<file path="src/rtl/pattern_lane_pkg.sv">
// Shared constants and types for the test pattern generator.
// Assumes a 12-bit sample word split into two equal lanes.
package pattern_lane_pkg;
    localparam int unsigned WORD_W  = 12;
    localparam int unsigned LANE_W  = WORD_W / 2;
    localparam int unsigned RAMP_W  = 14;
    localparam int unsigned REG_W   = 8;
    localparam int unsigned SEL_W   = 4;

    localparam logic [REG_W-1:0] ADR_TEST  = 8'h06;
    localparam logic [REG_W-1:0] ADR_ALIGN = 8'h09;
    localparam logic [REG_W-1:0] ADR_SEL   = 8'h0A;
    localparam logic [REG_W-1:0] ADR_UHI   = 8'h0E;
    localparam logic [REG_W-1:0] ADR_ULO   = 8'h0F;
    localparam logic [REG_W-1:0] ADR_LANE  = 8'h10;

    localparam logic [SEL_W-1:0] CODE_RAMP   = 4'h4;
    localparam logic [SEL_W-1:0] CODE_USER   = 4'h5;
    localparam logic [SEL_W-1:0] CODE_DESKEW = 4'h6;

    localparam logic [WORD_W-1:0] DESKEW_WORD = {(WORD_W/2){2'b10}};

    typedef struct packed {
        logic              test_on;
        logic [SEL_W-1:0]  sel;
        logic [WORD_W-1:0] user;
        logic              two_wire;
        logic              swap;
    } tpg_cfg_t;
endpackage

</file>
<file path="src/rtl/tpg_regfile.sv">
// Control register bank written through an address/data strobe.
// Assumes writes land on the clock edge that samples wr_en; no read path.
module tpg_regfile
    import pattern_lane_pkg::*;
(
    input  logic             clk,
    input  logic             rst_n,
    input  logic             wr_en,
    input  logic [REG_W-1:0] wr_addr,
    input  logic [REG_W-1:0] wr_data,
    output tpg_cfg_t         cfg_o,
    output logic             align_o
);
    localparam int unsigned UHI_W = WORD_W - 4;

    tpg_cfg_t cfg_q;

    // Capture addressed fields; reset clears every field.
    always_ff @(posedge clk) begin
        if (!rst_n) begin
            cfg_q <= '0;
        end else if (wr_en) begin
            case (wr_addr)
                ADR_TEST: cfg_q.test_on <= wr_data[1];
                ADR_SEL:  cfg_q.sel <= wr_data[SEL_W-1:0];
                ADR_UHI:  cfg_q.user[WORD_W-1:4] <= wr_data[UHI_W-1:0];
                ADR_ULO:  cfg_q.user[3:0] <= wr_data[7:4];
                ADR_LANE: begin
                    cfg_q.two_wire <= wr_data[0];
                    cfg_q.swap     <= wr_data[1];
                end
                default: ;
            endcase
        end
    end

    // Alignment request is a strobe, not a stored bit.
    always_comb align_o = rst_n && wr_en && (wr_addr == ADR_ALIGN) && wr_data[1];

    assign cfg_o = cfg_q;

    p_user_load_r4: assert property (@(posedge clk) disable iff (!rst_n)
        (wr_en && wr_addr == ADR_UHI) |=> cfg_o.user[WORD_W-1:4] == $past(wr_data[UHI_W-1:0]));

    p_hold_no_write_r13: assert property (@(posedge clk) disable iff (!rst_n)
        !wr_en |=> cfg_o == $past(cfg_o));
endmodule

</file>
<file path="src/rtl/tpg_ramp.sv">
// Free-running ramp counter; output is the top OUT_W bits of CNT_W.
// Assumes CNT_W >= OUT_W; clear has priority over counting.
module tpg_ramp #(
    parameter int unsigned CNT_W = 14,
    parameter int unsigned OUT_W = 12
) (
    input  logic             clk,
    input  logic             rst_n,
    input  logic             clr_i,
    output logic [OUT_W-1:0] ramp_o
);
    logic [CNT_W-1:0] cnt_q;

    // Count every clock, restart on reset or alignment strobe.
    always_ff @(posedge clk) begin
        if (!rst_n || clr_i) cnt_q <= '0;
        else                 cnt_q <= cnt_q + 1'b1;
    end

    assign ramp_o = cnt_q[CNT_W-1 -: OUT_W];

    p_ramp_step_r5: assert property (@(posedge clk) disable iff (!rst_n)
        !clr_i |=> cnt_q == CNT_W'($past(cnt_q) + 1'b1));

    p_ramp_clear_r12: assert property (@(posedge clk) disable iff (!rst_n)
        clr_i |=> cnt_q == '0);
endmodule

</file>
<file path="src/rtl/tpg_lane_map.sv">
// Registers the word and maps its halves onto two lanes.
// Assumes an even word width; swap_i already folds in two-wire mode.
module tpg_lane_map #(
    parameter int unsigned LW = 6
) (
    input  logic            clk,
    input  logic            rst_n,
    input  logic [2*LW-1:0] word_i,
    input  logic            swap_i,
    output logic [LW-1:0]   lane0_o,
    output logic [LW-1:0]   lane1_o
);
    // Register lanes, exchanging halves when swap is active.
    always_ff @(posedge clk) begin
        if (!rst_n) begin
            lane0_o <= '0;
            lane1_o <= '0;
        end else if (swap_i) begin
            lane0_o <= word_i[2*LW-1:LW];
            lane1_o <= word_i[LW-1:0];
        end else begin
            lane0_o <= word_i[LW-1:0];
            lane1_o <= word_i[2*LW-1:LW];
        end
    end

    p_lane_plain_r9: assert property (@(posedge clk) disable iff (!rst_n)
        !swap_i |=> (lane0_o == $past(word_i[LW-1:0])) && (lane1_o == $past(word_i[2*LW-1:LW])));

    p_lane_swap_r10: assert property (@(posedge clk) disable iff (!rst_n)
        swap_i |=> (lane0_o == $past(word_i[2*LW-1:LW])) && (lane1_o == $past(word_i[LW-1:0])));
endmodule

</file>
<file path="src/rtl/pattern_lane_gen.sv">
// Test pattern generator: chooses live sample or pattern, maps to lanes.
// Assumes one sample per clock; output latency is one clock.
module pattern_lane_gen
    import pattern_lane_pkg::*;
(
    input  logic              clk,
    input  logic              rst_n,
    input  logic              wr_en,
    input  logic [REG_W-1:0]  wr_addr,
    input  logic [REG_W-1:0]  wr_data,
    input  logic [WORD_W-1:0] sample_i,
    output logic [LANE_W-1:0] lane0_o,
    output logic [LANE_W-1:0] lane1_o
);
    tpg_cfg_t          cfg;
    logic              align;
    logic [WORD_W-1:0] ramp;
    logic [WORD_W-1:0] pattern;
    logic [WORD_W-1:0] word;
    logic              swap;

    tpg_regfile u_regs (
        .clk(clk), .rst_n(rst_n), .wr_en(wr_en), .wr_addr(wr_addr),
        .wr_data(wr_data), .cfg_o(cfg), .align_o(align)
    );

    tpg_ramp #(.CNT_W(RAMP_W), .OUT_W(WORD_W)) u_ramp (
        .clk(clk), .rst_n(rst_n), .clr_i(align), .ramp_o(ramp)
    );

    // Decode the pattern select code; unknown codes give zero.
    always_comb begin
        case (cfg.sel)
            CODE_RAMP:   pattern = ramp;
            CODE_USER:   pattern = cfg.user;
            CODE_DESKEW: pattern = DESKEW_WORD;
            default:     pattern = '0;
        endcase
    end

    // Choose between live sample and pattern; swap only in two-wire mode.
    always_comb begin
        word = cfg.test_on ? pattern : sample_i;
        swap = cfg.two_wire & cfg.swap;
    end

    tpg_lane_map #(.LW(LANE_W)) u_map (
        .clk(clk), .rst_n(rst_n), .word_i(word), .swap_i(swap),
        .lane0_o(lane0_o), .lane1_o(lane1_o)
    );

    p_pass_through_r2: assert property (@(posedge clk) disable iff (!rst_n)
        (!cfg.test_on && !swap) |=> {lane1_o, lane0_o} == $past(sample_i));
endmodule

</file>
<file path="config.mk">
export PLATFORM = sky130hd
export DESIGN_NAME = pattern_lane_gen
export DESIGN_NICKNAME = d
export VERILOG_FILES = /design/src/rtl/pattern_lane_pkg.sv /design/src/rtl/tpg_regfile.sv /design/src/rtl/tpg_ramp.sv /design/src/rtl/tpg_lane_map.sv /design/src/rtl/pattern_lane_gen.sv
export SDC_FILE = /design/constraint.sdc
export NUM_CORES = 1
export LEC_CHECK = 0
export CAP_MARGIN = 25
export CELL_PAD_IN_SITES_DETAIL_PLACEMENT = 0
export CELL_PAD_IN_SITES_GLOBAL_PLACEMENT = 1
export CORE_MARGIN = 4
export CORE_UTILIZATION = 39
export DETAILED_ROUTE_END_ITERATION = 16
export HOLD_SLACK_MARGIN = 0.08
export MAX_ROUTING_LAYER = met4
export PLACE_DENSITY = 0.84
export REMOVE_ABC_BUFFERS = 1
export SYNTH_ARGS = -nofsm -noshare
export SYNTH_HDL_FRONTEND = slang
export SYNTH_HIERARCHICAL = 1
export SYNTH_SLANG_ARGS = --single-unit
</file>
<file path="constraint.sdc">
create_clock -name clk -period 2.2 [get_ports clk]
set_input_delay 0.22 -clock clk [delete_from_list [all_inputs] [get_ports clk]]
set_output_delay 0.22 -clock clk [all_outputs]
set_load 0.005 [all_outputs]
</file>
==> flow_results.org, run 1 <==
** Outcome
- The run finished with clean final reports.

** Yosys
- The commonest cells after synthesis are sky130_fd_sc_hd__dfxtp_1 (45), sky130_fd_sc_hd__mux2i_1 (38), sky130_fd_sc_hd__nand2_1 (33).
- Yosys attributes the largest share of cell area to sky130_fd_sc_hd__dfxtp_1 (39%), sky130_fd_sc_hd__mux2i_1 (17%), sky130_fd_sc_hd__nand2_1 (5.4%).
- Post-synthesis cell count :: 252
- Portion of the post-synthesis area used by sequential elements :: 0.395
- Leading register cell type out of synthesis :: sky130_fd_sc_hd__dfxtp_1
- Cell accounting for the most synthesized area :: sky130_fd_sc_hd__dfxtp_1
- Avg Cell Area, Syn :: 9.05 um^2
- In this run, distinct cell masters in the synthesized netlist total 39.
- Synthesized flop and latch total :: 45
- After synthesis the cells add up to 2280 um^2.
- Among all cell types in the netlist, the one instantiated most often is sky130_fd_sc_hd__dfxtp_1.
- Number of synthesized flops with an enable pin :: 0
- Count of yosys warnings during synthesis :: 6
- Proportion of register bits with asynchronous set or reset after synthesis :: 0
- Of the post-synthesis cell area, the dominant cell type holds 0.395.

** Critical path
- The critical path in this run is classified as input pin to flop.
- Kind of end point of the critical path :: flop
- The critical path runs through a total of 5 cells.
- Crit-path leading delay family :: simple AND/OR/NAND/NOR gates
- Together, buffers and inverters on the worst path number 2.
- Biggest fanout along the worst timing path :: 8
- Data arrives at the worst endpoint at 2.06 ns.
- STA classifies the critical path startpoint as an input pin.
- Number of cells on the worst reg-to-reg path :: 4
- Traced cell by cell, the critical path runs through clkdlybuf4s50_1 -> or4b_1 -> or4b_1 -> buf_4 -> mux2i_1.
- For this design, the slowest cell found on the critical path is sky130_fd_sc_hd__or4b_1.
- In this design, the stage delay of the slowest critical-path cell is 0.61 ns.
- Required arrival time at the worst endpoint :: 2.37 ns
- By instance count, the cell type seen most on the critical path is sky130_fd_sc_hd__or4b_1.

** Routing
- Total vias in the final route :: 1816
- Detail-routed via count per cell :: 5.03
- Detailed-route wire length :: 4.75 mm
- Drt wl/cell :: 13.2 um
- The pre-antenna-repair detailed-routing pass consisted of 4 iterations.
- DRC violation total after the first TritonRoute iteration :: 76
- The count of nets left with antenna violations once routing finished came out at 0.
- After detailed routing, the number of remaining DRC violations is 0.

** Finish
- Ant diodes :: 0
- The filler cells instantiated in the layout total 550.
- Syn-to-layout area delta :: 24.5%
- Share of final-layout standard cells stronger than drive strength 1 :: 0.0900
- The net count of the finished layout is 320.
- At the end of the flow the core is filled with cells to 0.510.

** Clock tree
- Count of buffers added by post-CTS timing repair for setup :: 0
- Total number of clock tree sinks :: 45
- TritonCTS built the clock tree.
- TritonCTS created 5 clock buffers.
- Clock input transition at the sequential cells of the worst setup and hold paths :: 0.08 ns
- Number of gates given a new drive strength after cts :: 0
- The cell sitting at the root of the clock tree is a sky130_fd_sc_hd__clkbuf_8.
- CTS built an H-tree with a depth of 2.
- For this design, the CTS-stage hold fixing added 0 buffers.
- Clk Latency, worst-skew pair :: 0.29 ns
- Maximum clock path buffer count :: 2

** Worst hold path
- Number of cells on the worst hold path :: 2
- Worst hold path class :: flop to flop

** Die
- Core footprint :: 5570 um^2
- In this run the count of I/O pins placed on the die edge is 43.
- Die area :: 7140 um^2
- Chip width :: 84.5 um
- Initial core utilization :: 0.409
- Number of cell rows :: 27
- Die Y-Extent :: 84.5 um

** Timing
- RSZ-0062 raised after global routing :: false
- Adding up every negative setup slack in the final design gives 0 ns.
- Finish-stage setup viols :: 0
- For the pin with the worst max-slew slack, the measured transition is 0.661 ns.
- Derived from the worst setup path, the maximum achievable clock frequency is 530 MHz.
- Number of hold violations in the final report :: 0
- Final worst path period need :: 1.89 ns
- Max-Slew Margin vs Limit :: 0.559
- Across the routed clock network, the largest skew measured is 0.00734 ns.
- Of the available clock period, the critical path in the final layout requires 0.857.
- Count of final max-slew check failures :: 0

** Power and ir drop
- Pwr Density :: 578 nW/um^2
- Static leakage power :: 0.00107 uW
- VDD sags by at most 0.000246 V.

** Global routing
- The first global-routing pass estimated 8.02 mm of wire.
- GRT Overall Usage :: 0.140
- The number of global-route vias before repair is 1802.
- Initial antenna violation count :: 0
- After global routing the overflow that remains totals 0.
- Largest net degree at the start of global routing :: 41

** Placed design
- Detailed-placement wirelength estimate :: 3.56 mm
- The count of buffers added on input and output ports is 42.
- At the end of routability-driven placement, the weighted congestion stood at 0.782.

** Flow run
- Across the run, the number of max-cap violations was 0.
layer usage:
layer / share of wire / global-route usage
met2: 0.42 / 0.214
met3: 0.057 / 0.0275
met4: 0.016 / 0.0532
met1: 0.51 / 0.185
met5: 0 / -
layout by cell type (no fill, tap or decap), types with 2 or more instances in the layout:
| cell type | instances |
|---|---|
| sky130_fd_sc_hd__xor2_1 | 2 |
| sky130_fd_sc_hd__nand2_1 | 33 |
| sky130_fd_sc_hd__dfxtp_1 | 45 |
| sky130_fd_sc_hd__and2_1 | 2 |
| sky130_fd_sc_hd__nor4_1 | 2 |
| sky130_fd_sc_hd__nand3_1 | 5 |
| sky130_fd_sc_hd__nand2b_1 | 4 |
| sky130_fd_sc_hd__mux2i_1 | 38 |
| sky130_fd_sc_hd__o311ai_0 | 2 |
| sky130_fd_sc_hd__clkbuf_8 | 6 |
| sky130_fd_sc_hd__or3_2 | 2 |
| sky130_fd_sc_hd__or4_1 | 2 |
| sky130_fd_sc_hd__o22ai_1 | 12 |
| sky130_fd_sc_hd__clkdlybuf4s50_1 | 42 |
| sky130_fd_sc_hd__o31ai_1 | 2 |
| sky130_fd_sc_hd__inv_1 | 13 |
| sky130_fd_sc_hd__a2bb2oi_1 | 6 |
| sky130_fd_sc_hd__nand4_1 | 3 |
| sky130_fd_sc_hd__o41ai_1 | 2 |
| sky130_fd_sc_hd__a21oi_1 | 6 |
| sky130_fd_sc_hd__nor2b_1 | 14 |
| sky130_fd_sc_hd__nor2_1 | 10 |
| sky130_fd_sc_hd__nor3_1 | 2 |
| sky130_fd_sc_hd__or3_1 | 3 |
| sky130_fd_sc_hd__buf_4 | 11 |
| sky130_fd_sc_hd__o21ai_0 | 4 |
| sky130_fd_sc_hd__or4b_1 | 3 |
worst register-to-register path: stages, from the launching register on:
cell                       delay, ns
sky130_fd_sc_hd__dfxtp_1        0.41
sky130_fd_sc_hd__ha_1           0.24
sky130_fd_sc_hd__nand4_1        0.29
sky130_fd_sc_hd__o311ai_0       0.41
sky130_fd_sc_hd__o41ai_1        0.12
worst paths after layout:
kind	from	end	slack, ns
max	wr_addr[5]	u_regs/cfg_o[7]$_SDFFE_PN0P_	0.31
min reg2reg	u_regs/cfg_o[0]$_SDFFE_PN0P_	u_regs/cfg_o[0]$_SDFFE_PN0P_	0.45
min	u_regs/cfg_o[0]$_SDFFE_PN0P_	u_regs/cfg_o[0]$_SDFFE_PN0P_	0.45
max reg2reg	u_ramp/cnt_q[0]$_SDFF_PP0_	u_ramp/cnt_q[12]$_SDFF_PP0_	0.61
cell type report:
| type | instances | area (um^2) | share of cell area |
|---|---|---|---|
| Clock inverter | 1 | 30.0 | 0.0106 |
| Clock buffer | 7 | 86.3 | 0.0304 |
| Sequential cell | 45 | 901 | 0.317 |
| Timing Repair Buffer | 54 | 523 | 0.184 |
| Inverter | 13 | 48.8 | 0.0172 |
| Multi-Input combinational cell | 169 | 1160 | 0.409 |
| Tap cell | 72 | 90.1 | 0.0317 |
power breakdown:
group / total [uW] / switching [uW] / internal, uW
Sequential: 840 / 9.28 / 830
Combinational: 163 / 61.0 / 102
Clock: 639 / 269 / 370
Total: 1640 / 339 / 1300
cells by family after synthesis:
group	after synthesis	share of synthesized area
buffers and inverters	38	0.0960
AOI/OAI and AO/OA	35	0.104
and+or+nand+nor	92	0.221
xor gates and xnor gates	3	0.0115
muxes	38	0.167
adders and majority gates	1	0.00548
DFF	45	0.395
stage by stage:
step                      total power [uW]  hold WS, ns  instance area, um^2  std cells  setup WS [ns]
final                                 1640        0.454                 2840        361          0.314
after global routing                  1710        0.483                 2840        361          0.253
after CTS                             1660        0.459                 2840        361          0.315
after detailed placement              1020        0.443                 2720        353       0.000745
after global placement                1020        0.439                 2720        353         0.0182
after floorplan                        910        0.348                 2110        227          0.342
sequential cells by signal (all words and copies together) (netlist names):
name           count
u_regs/cfg_o      19
u_ramp/cnt_q      14
u_map/lane0_o      6
u_map/lane1_o      6
No activity file was read; power rests on OpenSTA's default activity.
==> run 2: changes to the inputs <==
CORE_MARGIN = not set   (was 4)
==> run 2 against run 1 <==
Compared with the run above: wire length is 3.6% higher; via count is 1.7% higher; power is 0.26% higher; non-clock buffer count stayed put; sequential power hardly changed; register-to-register slack hardly changed; global-route usage is 3.5 points higher; combinational power hardly changed.
==> flow_results.org, run 2 (synthesized netlist as in run 1, its figures left out) <==
** Finish
- The filler cell count in the final layout was 540 (-1.8%).
- Highest-count cells in the layout ignoring fill and taps :: sky130_fd_sc_hd__dfxtp_1 (45), sky130_fd_sc_hd__clkdlybuf4s50_1 (42), sky130_fd_sc_hd__mux2i_1 (38), sky130_fd_sc_hd__nand2_1 (33), sky130_fd_sc_hd__nor2b_1 (14)
- The number of inserted diodes was 0 (unchanged).
- Share of final-layout standard cells stronger than drive strength 1 :: 0.0900 (unchanged)
- Final layout net count :: 320 (unchanged)
- Syn-to-layout area delta :: 24.0%
- Commonest non-fill, non-tap cell in the layout :: sky130_fd_sc_hd__dfxtp_1
- Flip-flop count of the largest register after layout :: 19 (unchanged)

** Die
- The die height came to 78.5 um (-7.1%).
- The width of the die came to 78.5 um (-7.1%).
- Number of placed I/O pins :: 43 (unchanged)
- Number of cell rows :: 27 (unchanged)
- Core footprint :: 5570 um^2 (unchanged)
- The area enclosed by the die boundary was 6160 um^2 (-14%).
- Initial core utilization :: 0.409 (unchanged)

** Placed design
- The setup slack after placement was -0.00460 ns (-0.00535 ns).
- The final weighted congestion of routability-driven global placement came to 0.867 (+11%).
- The detailed placement HPWL is 3.65 mm (+2.6%).
- The number of buffers inserted by port buffering is 42 (unchanged).

** Critical path
- Crit-path leading delay family :: simple AND/OR/NAND/NOR gates
- Delay of the slowest cell on the worst path :: 0.58 ns (-0.03 ns)
- Worst setup path class :: input pin to flop
- Cell type of the slowest stage on the worst timing path :: sky130_fd_sc_hd__or4b_1
- Walking the worst path, the cells encountered are clkdlybuf4s50_1 -> or4b_1 -> buf_4 -> nor3b_1 -> and3_1 -> nor2b_1 -> o311ai_0 -> o41ai_1.
- The worst setup path is captured at a flop.
- Startpoint of the lowest-slack register-to-register path :: u_ramp/cnt_q[0]$_SDFF_PP0_
- The worst endpoint data arrival time came to 2.06 ns (about the same).
- The endpoint identified for the worst register-to-register timing path is u_ramp/cnt_q[10]$_SDFF_PP0_.
- The critical path starts at wr_addr[5].
- The worst setup path is launched from an input pin.
- The critical path data required time is 2.38 ns (about the same).
- R2r setup slk :: 0.60 ns (about the same)
- The largest driver fanout on the critical path was 7 (-1).
- Count of buffer and inverter cells on the critical path :: 2 (unchanged)
- The length in cells of the worst reg-to-reg path is 4 (unchanged).

** Timing
- The actual transition at the worst max-transition pin is 0.689 ns (+0.0279 ns).
- Tightest hold margin :: 0.459 ns (+0.00464 ns)
- The final clock period utilization by the worst path is 0.859 (+0.00174).
- The achievable clock frequency came to 529 MHz (-0.20%).
- Setup repair after global routing left no endpoint under its margin.
- The count of final max-slew check failures was 0 (unchanged).
- Worst Skew :: 0.00637 ns (-0.000976 ns)
- Final worst path period need :: 1.89 ns (+0.00383 ns)
- The tightest slew margin relative to the limit came to 0.540 (-0.0186).
- Crit path setup slack, layout :: 0.310 ns (-0.00383 ns)
- Number of hold violations in the final report :: 0 (unchanged)
- Finish-stage setup viols :: 0 (unchanged)

** Routing
- TritonRoute pass-1 iters :: 4 (unchanged)
- Detail-routed via count per cell :: 5.11 (+1.7%)
- Drt wl/cell :: 13.6 um (+3.6%)
- Detailed-route wire length :: 4.92 mm (+3.6%)
- The number of DRC markers after the initial detailed-route iteration was 90 (+18%).
- The overall via count from detail_route came to 1846 (+1.7%).
- The antenna violation net count after detailed routing was 0 (unchanged).
- Detailed-route DRC error count :: 0 (unchanged)

** Power and ir drop
- The total power density per cell area was 582 nW/um^2 (+0.70%).
- Peak supply drop :: 0.000481 V (+96%)
- The leakage component of the power is 0.00107 uW (-0.43%).

** Global routing
- The number of global-route vias before repair is 1739 (-3.5%).
- Overflow after GRT :: 0 (unchanged)
- The maximum number of pins on one net before global-route repair is 41 (unchanged).
- The initial antenna violation count was 0 (unchanged).
- The total track usage came to 0.176 (+0.0350).
- The first-pass GRT wire length is 8.11 mm (+1.1%).

** Clock tree
- Clock input transition at the sequential cells of the worst setup and hold paths :: 0.08 ns (about the same)
- The number of buffers inserted to repair setup after CTS was 0 (unchanged).
- The number of buffers inserted during clock tree synthesis was 5 (unchanged).
- The number of clock sinks seen by CTS came to 45 (unchanged).
- TritonCTS built the clock tree.
- Maximum clock path buffer count :: 2 (unchanged)
- Hold-fix buffers, CTS :: 0 (unchanged)
- Number of gates given a new drive strength after cts :: 0 (unchanged)
- In this run the clock root is driven by a sky130_fd_sc_hd__clkbuf_8.
- The number of H-tree levels came to 2 (unchanged).
- The clock insertion delay at the later pin of the skew report was 0.29 ns (about the same).

** Flow run
- MaxCap Viol Count :: 0 (unchanged)

** Worst hold path
- Worst hold start :: u_regs/cfg_o[0]$_SDFFE_PN0P_
- The worst hold path belongs to the class flop to flop.
- Number of cells on the worst hold path :: 2 (unchanged)
- The path with the worst hold slack has its endpoint at u_regs/cfg_o[0]$_SDFFE_PN0P_.

** Outcome
- The flow ran to the end, and the final reports show no timing, DRC or antenna violations.
## run 2: cell counts in the layout (fill, tap and decap cells not counted)
Identical to the previous run, type by type.
## run 2: final cells by class
type | count | area (um^2) | share of cell area
Clock buffer | 7 | 86.3 | 0.0305
Sequential cell | 45 | 901 | 0.319
Multi-Input combinational cell | 169 | 1160 | 0.411
Tap cell | 72 | 90.1 | 0.0319
Clock inverter | 1 | 30.0 | 0.0106
Inverter | 13 | 48.8 | 0.0173
Timing Repair Buffer | 54 | 510 | 0.181
## run 2: report_power, final
group          leakage [uW]  internal, uW  switching (uW)
combinational      0.000640           100            60.7
clock             0.0000585           370             276
sequential         0.000366           830            9.15
## run 2: worst max-delay path by stage
stage                                          to  slack, ns  depth (start not counted)
finish                u_ramp/cnt_q[10]$_SDFF_PP0_       0.31                          8
global placement     u_regs/cfg_o[7]$_SDFFE_PN0P_       0.02                          5
floorplan           u_regs/cfg_o[10]$_SDFFE_PN0P_       0.34                          3
global route          u_ramp/cnt_q[12]$_SDFF_PP0_       0.16                          8
detailed placement    u_ramp/cnt_q[12]$_SDFF_PP0_     -0.005                          8
CTS                   u_ramp/cnt_q[10]$_SDFF_PP0_       0.31                          8
## run 2: worst min-delay path, delay by kind of cell (launching register included)
kind / cells / cell delay (ns)
flops: 1 / 0.31
simple gates: 1 / 0.05
mux: 1 / 0.05
## run 2: routing by layer
| metal | global-route usage | vias up | wire length [um] |
|---|---|---|---|
| met2 | 0.263 | 52 | 2190 |
| li1 | - | 942 | - |
| met1 | 0.222 | 843 | 2360 |
| met5 | - | - | 0 |
| met3 | 0.0384 | 9 | 273 |
| met4 | 0.0870 | 0 | 101 |
## run 2: stage by stage
| stage | instance area, um^2 | util | power (uW) | std cells | TNS (ns) |
|---|---|---|---|---|---|
| after floorplan | 2110 | - | 910 | 227 | 0 |
| after global placement | 2710 | 0.486 | 1020 | 353 | 0 |
| after detailed placement | 2710 | 0.486 | 1020 | 353 | -0.00722 |
| after CTS | 2830 | 0.507 | 1670 | 361 | 0 |
| after global routing | 2830 | 0.507 | 1720 | 361 | 0 |
| final | 2830 | 0.507 | 1650 | 361 | 0 |
==> run 3: changes to the inputs <==
ABC_AREA = 1   (was not set)
CORE_UTILIZATION = 37   (was 39)
PLACE_DENSITY = 0.85   (was 0.84)
==> run 3 against run 2 <==
Compared with the run above: combinational power up 12%; sequential power hardly changed; non-clock buffer count is 10 lower; synthesized cell count increased by 69%; final area up 9.9%; critical endpoint is now u_ramp/cnt_q[4]$_SDFF_PP0_; final cell count increased by 52%; area after synthesis up 16%; power decreased by 6.7%; setup slack better by 0.35 ns; die area is 22% higher; first-iteration DRC count grew 57%; sequential cell count unchanged.
==> flow_results.org, run 3 <==
** Outcome
- The run finished with clean final reports.

** Power and ir drop
- Net Switching :: 358 uW (+3.7%)
- The portion of total power attributed to the clock network was 0.336 (-0.056).
- Peak supply drop :: 0.000184 V (-62%)
- The internal power component was 1180 uW (-9.5%).
- Proportion of total power due to net switching :: 0.233 (+0.0233)
- The sequential fraction of design power came to 0.546 (+0.036).
- Pwr Density :: 494 nW/um^2 (-15%)
- Static leakage power :: 0.00141 uW (+33%)
- The combinational cell fraction of total power is 0.118 (+0.020).

** Routing
- The mean number of vias per cell was 4.41 (-14%).
- Total vias in the final route :: 2422 (+31%)
- The antenna violation net count after detailed routing is 0 (unchanged).
- The sum of routed wire length over all layers came to 5.62 mm (+14%).
- DRC violation total after the first TritonRoute iteration :: 141 (+57%)
- The remaining design rule violation count is 0 (unchanged).
- The number of iterations in the first detailed-routing pass is 4 (unchanged).
- The average wire length per cell after detail routing is 10.2 um (-25%).

** Worst hold path
- The tightest min-delay check is of the flop to flop type.
- The worst hold path begins at u_ramp/cnt_q[0]$_SDFF_PP0_.

** Yosys
- Most frequent cell after synthesis :: sky130_fd_sc_hd__nand2_1
- Area fraction in and, or, nand and nor cells after synthesis :: 0.487 (+0.266)
- After synthesis, the most frequently instantiated cells are sky130_fd_sc_hd__nand2_1 (130), sky130_fd_sc_hd__nor2_1 (85), sky130_fd_sc_hd__inv_1 (47).
- The proportion of synthesized flip-flops having asynchronous set or reset is 0 (unchanged).
- Portion of the post-synthesis area used by sequential elements :: 0.341 (-0.0540)
- Among all flip-flop cells after synthesis, the most frequent one is sky130_fd_sc_hd__dfxtp_1.
- The synthesized area divided by synthesized cell count came to 6.22 um^2 (-31%).
- Number of distinct library cells after synthesis :: 23 (-41%)
- The post-synthesis instance area is 2640 um^2 (+16%).
- The biggest area contributor in the post-synthesis netlist is sky130_fd_sc_hd__dfxtp_1.
- The area fraction in compound gates after synthesis was 0.0275 (-0.0768).
- Synthesized flop and latch total :: 45 (unchanged)
- Cell types with the largest area share after synthesis :: sky130_fd_sc_hd__dfxtp_1 (34%), sky130_fd_sc_hd__nand2_1 (18%), sky130_fd_sc_hd__nor2_1 (12%)
- Post-synthesis share of cell area spent on full adders, half adders and majority gates :: 0.00473 (-0.000751)
- Xor and xnor fraction of the mapped netlist area :: 0 (-0.0115)
- Number of synthesized flops with an enable pin :: 0 (unchanged)
- The synthesized instance count came to 425 (+69%).
- Area fraction of the dominant cell type after synthesis :: 0.341 (-0.0540)
- The post-synthesis mux area share was 0 (-0.167).
- After synthesis, the largest family of logic cells by area is simple AND/OR/NAND/NOR gates.
- The total number of yosys warnings is 6 (unchanged).

** Die
- The starting utilization of the core area is 0.387 (-0.0224).
- The width of the die was 86.5 um (+10%).
- The die height is 86.5 um (+10%).
- The area enclosed by the die boundary is 7480 um^2 (+22%).
- The core region area is 6830 um^2 (+23%).
- The number of primary I/O pins is 43 (unchanged).
- Number of cell rows :: 30 (+11%)

** Clock tree
- Clock input transition at the sequential cells of the worst setup and hold paths :: 0.08 ns (about the same)
- The number of H-tree levels came to 2 (unchanged).
- CTS placed an instance of sky130_fd_sc_hd__clkbuf_8 at the clock tree root.
- Total number of clock tree sinks :: 45 (unchanged)
- The hold buffer count at cts came to 0 (unchanged).
- Clk Latency, worst-skew pair :: 0.30 ns (about the same)
- Number of gates given a new drive strength after cts :: 0 (unchanged)
- The number of buffers inserted during clock tree synthesis was 5 (unchanged).
- The maximum buffer depth of the clock tree is 2 (unchanged).
- Clock tree from TritonCTS :: built
- The number of buffers inserted to repair setup after CTS is 0 (unchanged).

** Timing
- The count of final max-slew check failures is 0 (unchanged).
- The achievable clock frequency came to 649 MHz (+23%).
- Setup repair after global routing left no endpoint under its margin.
- Share of the clock period used by the worst path :: 0.700 (-0.158)
- Transition time of the tightest slew-check pin :: 0.655 ns (-0.0344 ns)
- Max-Slew Margin vs Limit :: 0.563 (+0.0224)
- Number of hold violations in the final report :: 0 (unchanged)
- The final critical delay including setup and external delays was 1.54 ns (-0.349 ns).
- Finish-stage setup viols :: 0 (unchanged)
- Worst Skew :: 0.00716 ns (+0.000790 ns)
- Setup Total Neg Slack :: 0 ns (unchanged)

** Finish
- Compared with the post-synthesis result, the final layout area differs by 17.6%.
- The number of inserted diodes was 0 (unchanged).
- The library cell used most frequently in the layout, excluding fill and tap cells, is sky130_fd_sc_hd__nand2_1.
- Non-filler instance count after layout :: 549 (+52%)
- Flip-flop count of the largest register after layout :: 19 (unchanged)
- Final layout net count :: 485 (+52%)
- Highest-count cells in the layout ignoring fill and taps :: sky130_fd_sc_hd__nand2_1 (130), sky130_fd_sc_hd__nor2_1 (85), sky130_fd_sc_hd__inv_1 (47), sky130_fd_sc_hd__nand3_1 (45), sky130_fd_sc_hd__dfxtp_1 (45)
- The fraction of layout cells with a size suffix above 1 came to 0.0728 (-0.0171).

** Placed design
- The final weighted congestion of routability-driven global placement is 0.811 (-6.5%).
- Detailed-placement wirelength estimate :: 4.30 mm (+18%)
- The number of buffers inserted by port buffering came to 42 (unchanged).
- Cell count after placement :: 542 (+54%)

** Global routing
- The initial antenna violation count came to 0 (unchanged).
- Largest net degree at the start of global routing :: 26 (-37%)
- The first-pass GRT wire length is 9.59 mm (+18%).
- The total track usage came to 0.167 (-0.00838).
- Overflow after GRT :: 0 (unchanged)
- Number of global-route vias before repair :: 2135 (+23%)

** Critical path
- Worst setup path class :: input pin to flop
- Worst setup path startpoint :: wr_en
- Startpoint of the lowest-slack register-to-register path :: u_regs/cfg_o[16]$_SDFFE_PN0P_
- Kind of end point of the critical path :: flop
- The worst setup path is launched from an input pin.
- Required arrival time at the worst endpoint :: 2.39 ns (about the same)
- Worst endpoint data arrival time :: 1.74 ns (-0.32 ns)
- Biggest fanout along the worst timing path :: 9 (+2)

** Flow run
- MaxCap Viol Count :: 0 (unchanged)
-- run 3: cell types whose count changed after synthesis, moves of 12 or more --
cell,change
sky130_fd_sc_hd__nand2_1,+97
sky130_fd_sc_hd__nor2_1,+75
sky130_fd_sc_hd__nand3_1,+40
sky130_fd_sc_hd__mux2i_1,-38
sky130_fd_sc_hd__inv_1,+34
sky130_fd_sc_hd__nor2b_1,-14
sky130_fd_sc_hd__o22ai_1,-12
-- run 3: cells by family (layout without fill, tap and decap cells) --
kind of cell               count (synthesis)  count (layout)
DFF                                       45              45
and+or+nand+nor                          291             291
adders and majority gates                  1               1
buffers and inverters                     74             102
AOI/OAI and AO/OA                         14              14
-- run 3: layer usage --
layer	up-vias	global-route usage	wire length, um	part of all wire
met4	0	0.0545	63	0.011
li1	1338	-	-	-
met1	1036	0.219	2890	0.51
met2	41	0.265	2500	0.45
met3	7	0.0257	163	0.029
met5	-	-	0	0
-- run 3: metrics by stage --
| stage | instance area, um^2 | util | setup WS (ns) | total power [uW] | hold WS, ns |
|---|---|---|---|---|---|
| 2_1_floorplan | 2470 | - | 0.771 | 934 | 0.340 |
| 3_3_place_gp | 3020 | 0.442 | 0.352 | 1040 | 0.441 |
| 3_5_place_dp | 3020 | 0.442 | 0.339 | 1040 | 0.454 |
| 4_1_cts | 3110 | 0.455 | 0.663 | 1560 | 0.472 |
| 5_1_grt | 3110 | 0.455 | 0.456 | 1610 | 0.508 |
| 6_report | 3110 | 0.455 | 0.659 | 1540 | 0.471 |
-- run 3: path summary, 6_finish.rpt --
kind / endpoint / slack [ns] / cells after the start
worst min register to register: u_ramp/cnt_q[0]$_SDFF_PP0_ / 0.47 / 1
worst min-delay path: u_ramp/cnt_q[0]$_SDFF_PP0_ / 0.47 / 1
worst max register to register: u_map/lane0_o[1]$_SDFF_PN0_ / 0.69 / 10
worst max-delay path: u_ramp/cnt_q[4]$_SDFF_PP0_ / 0.66 / 8
-- run 3: critical path, cell delays in order --
cell                              delay (ns)
sky130_fd_sc_hd__clkdlybuf4s50_1        0.58
sky130_fd_sc_hd__nand3_1                0.18
sky130_fd_sc_hd__nor3_1                 0.22
sky130_fd_sc_hd__buf_4                  0.16
sky130_fd_sc_hd__nor2_8                 0.06
sky130_fd_sc_hd__inv_1                  0.14
sky130_fd_sc_hd__a21oi_1                0.06
sky130_fd_sc_hd__o21a_1                 0.10
-- run 3: power by group through the flow --
stage	registers, uW	clock network, uW	logic (uW)
floorplan	859	0	75.7
global placement	857	0	181
detailed placement	858	0	181
CTS	839	539	182
global route	841	564	205
finish	838	517	181
-- run 3: final cells by class --
class / count / area [um^2]
Clock buffer: 7 / 86.3
Fill cell: 743 / 3720
Inverter: 51 / 194
Multi-Input combinational cell: 306 / 1370
Sequential cell: 45 / 901
Tap cell: 96 / 120
Timing Repair Buffer: 44 / 435
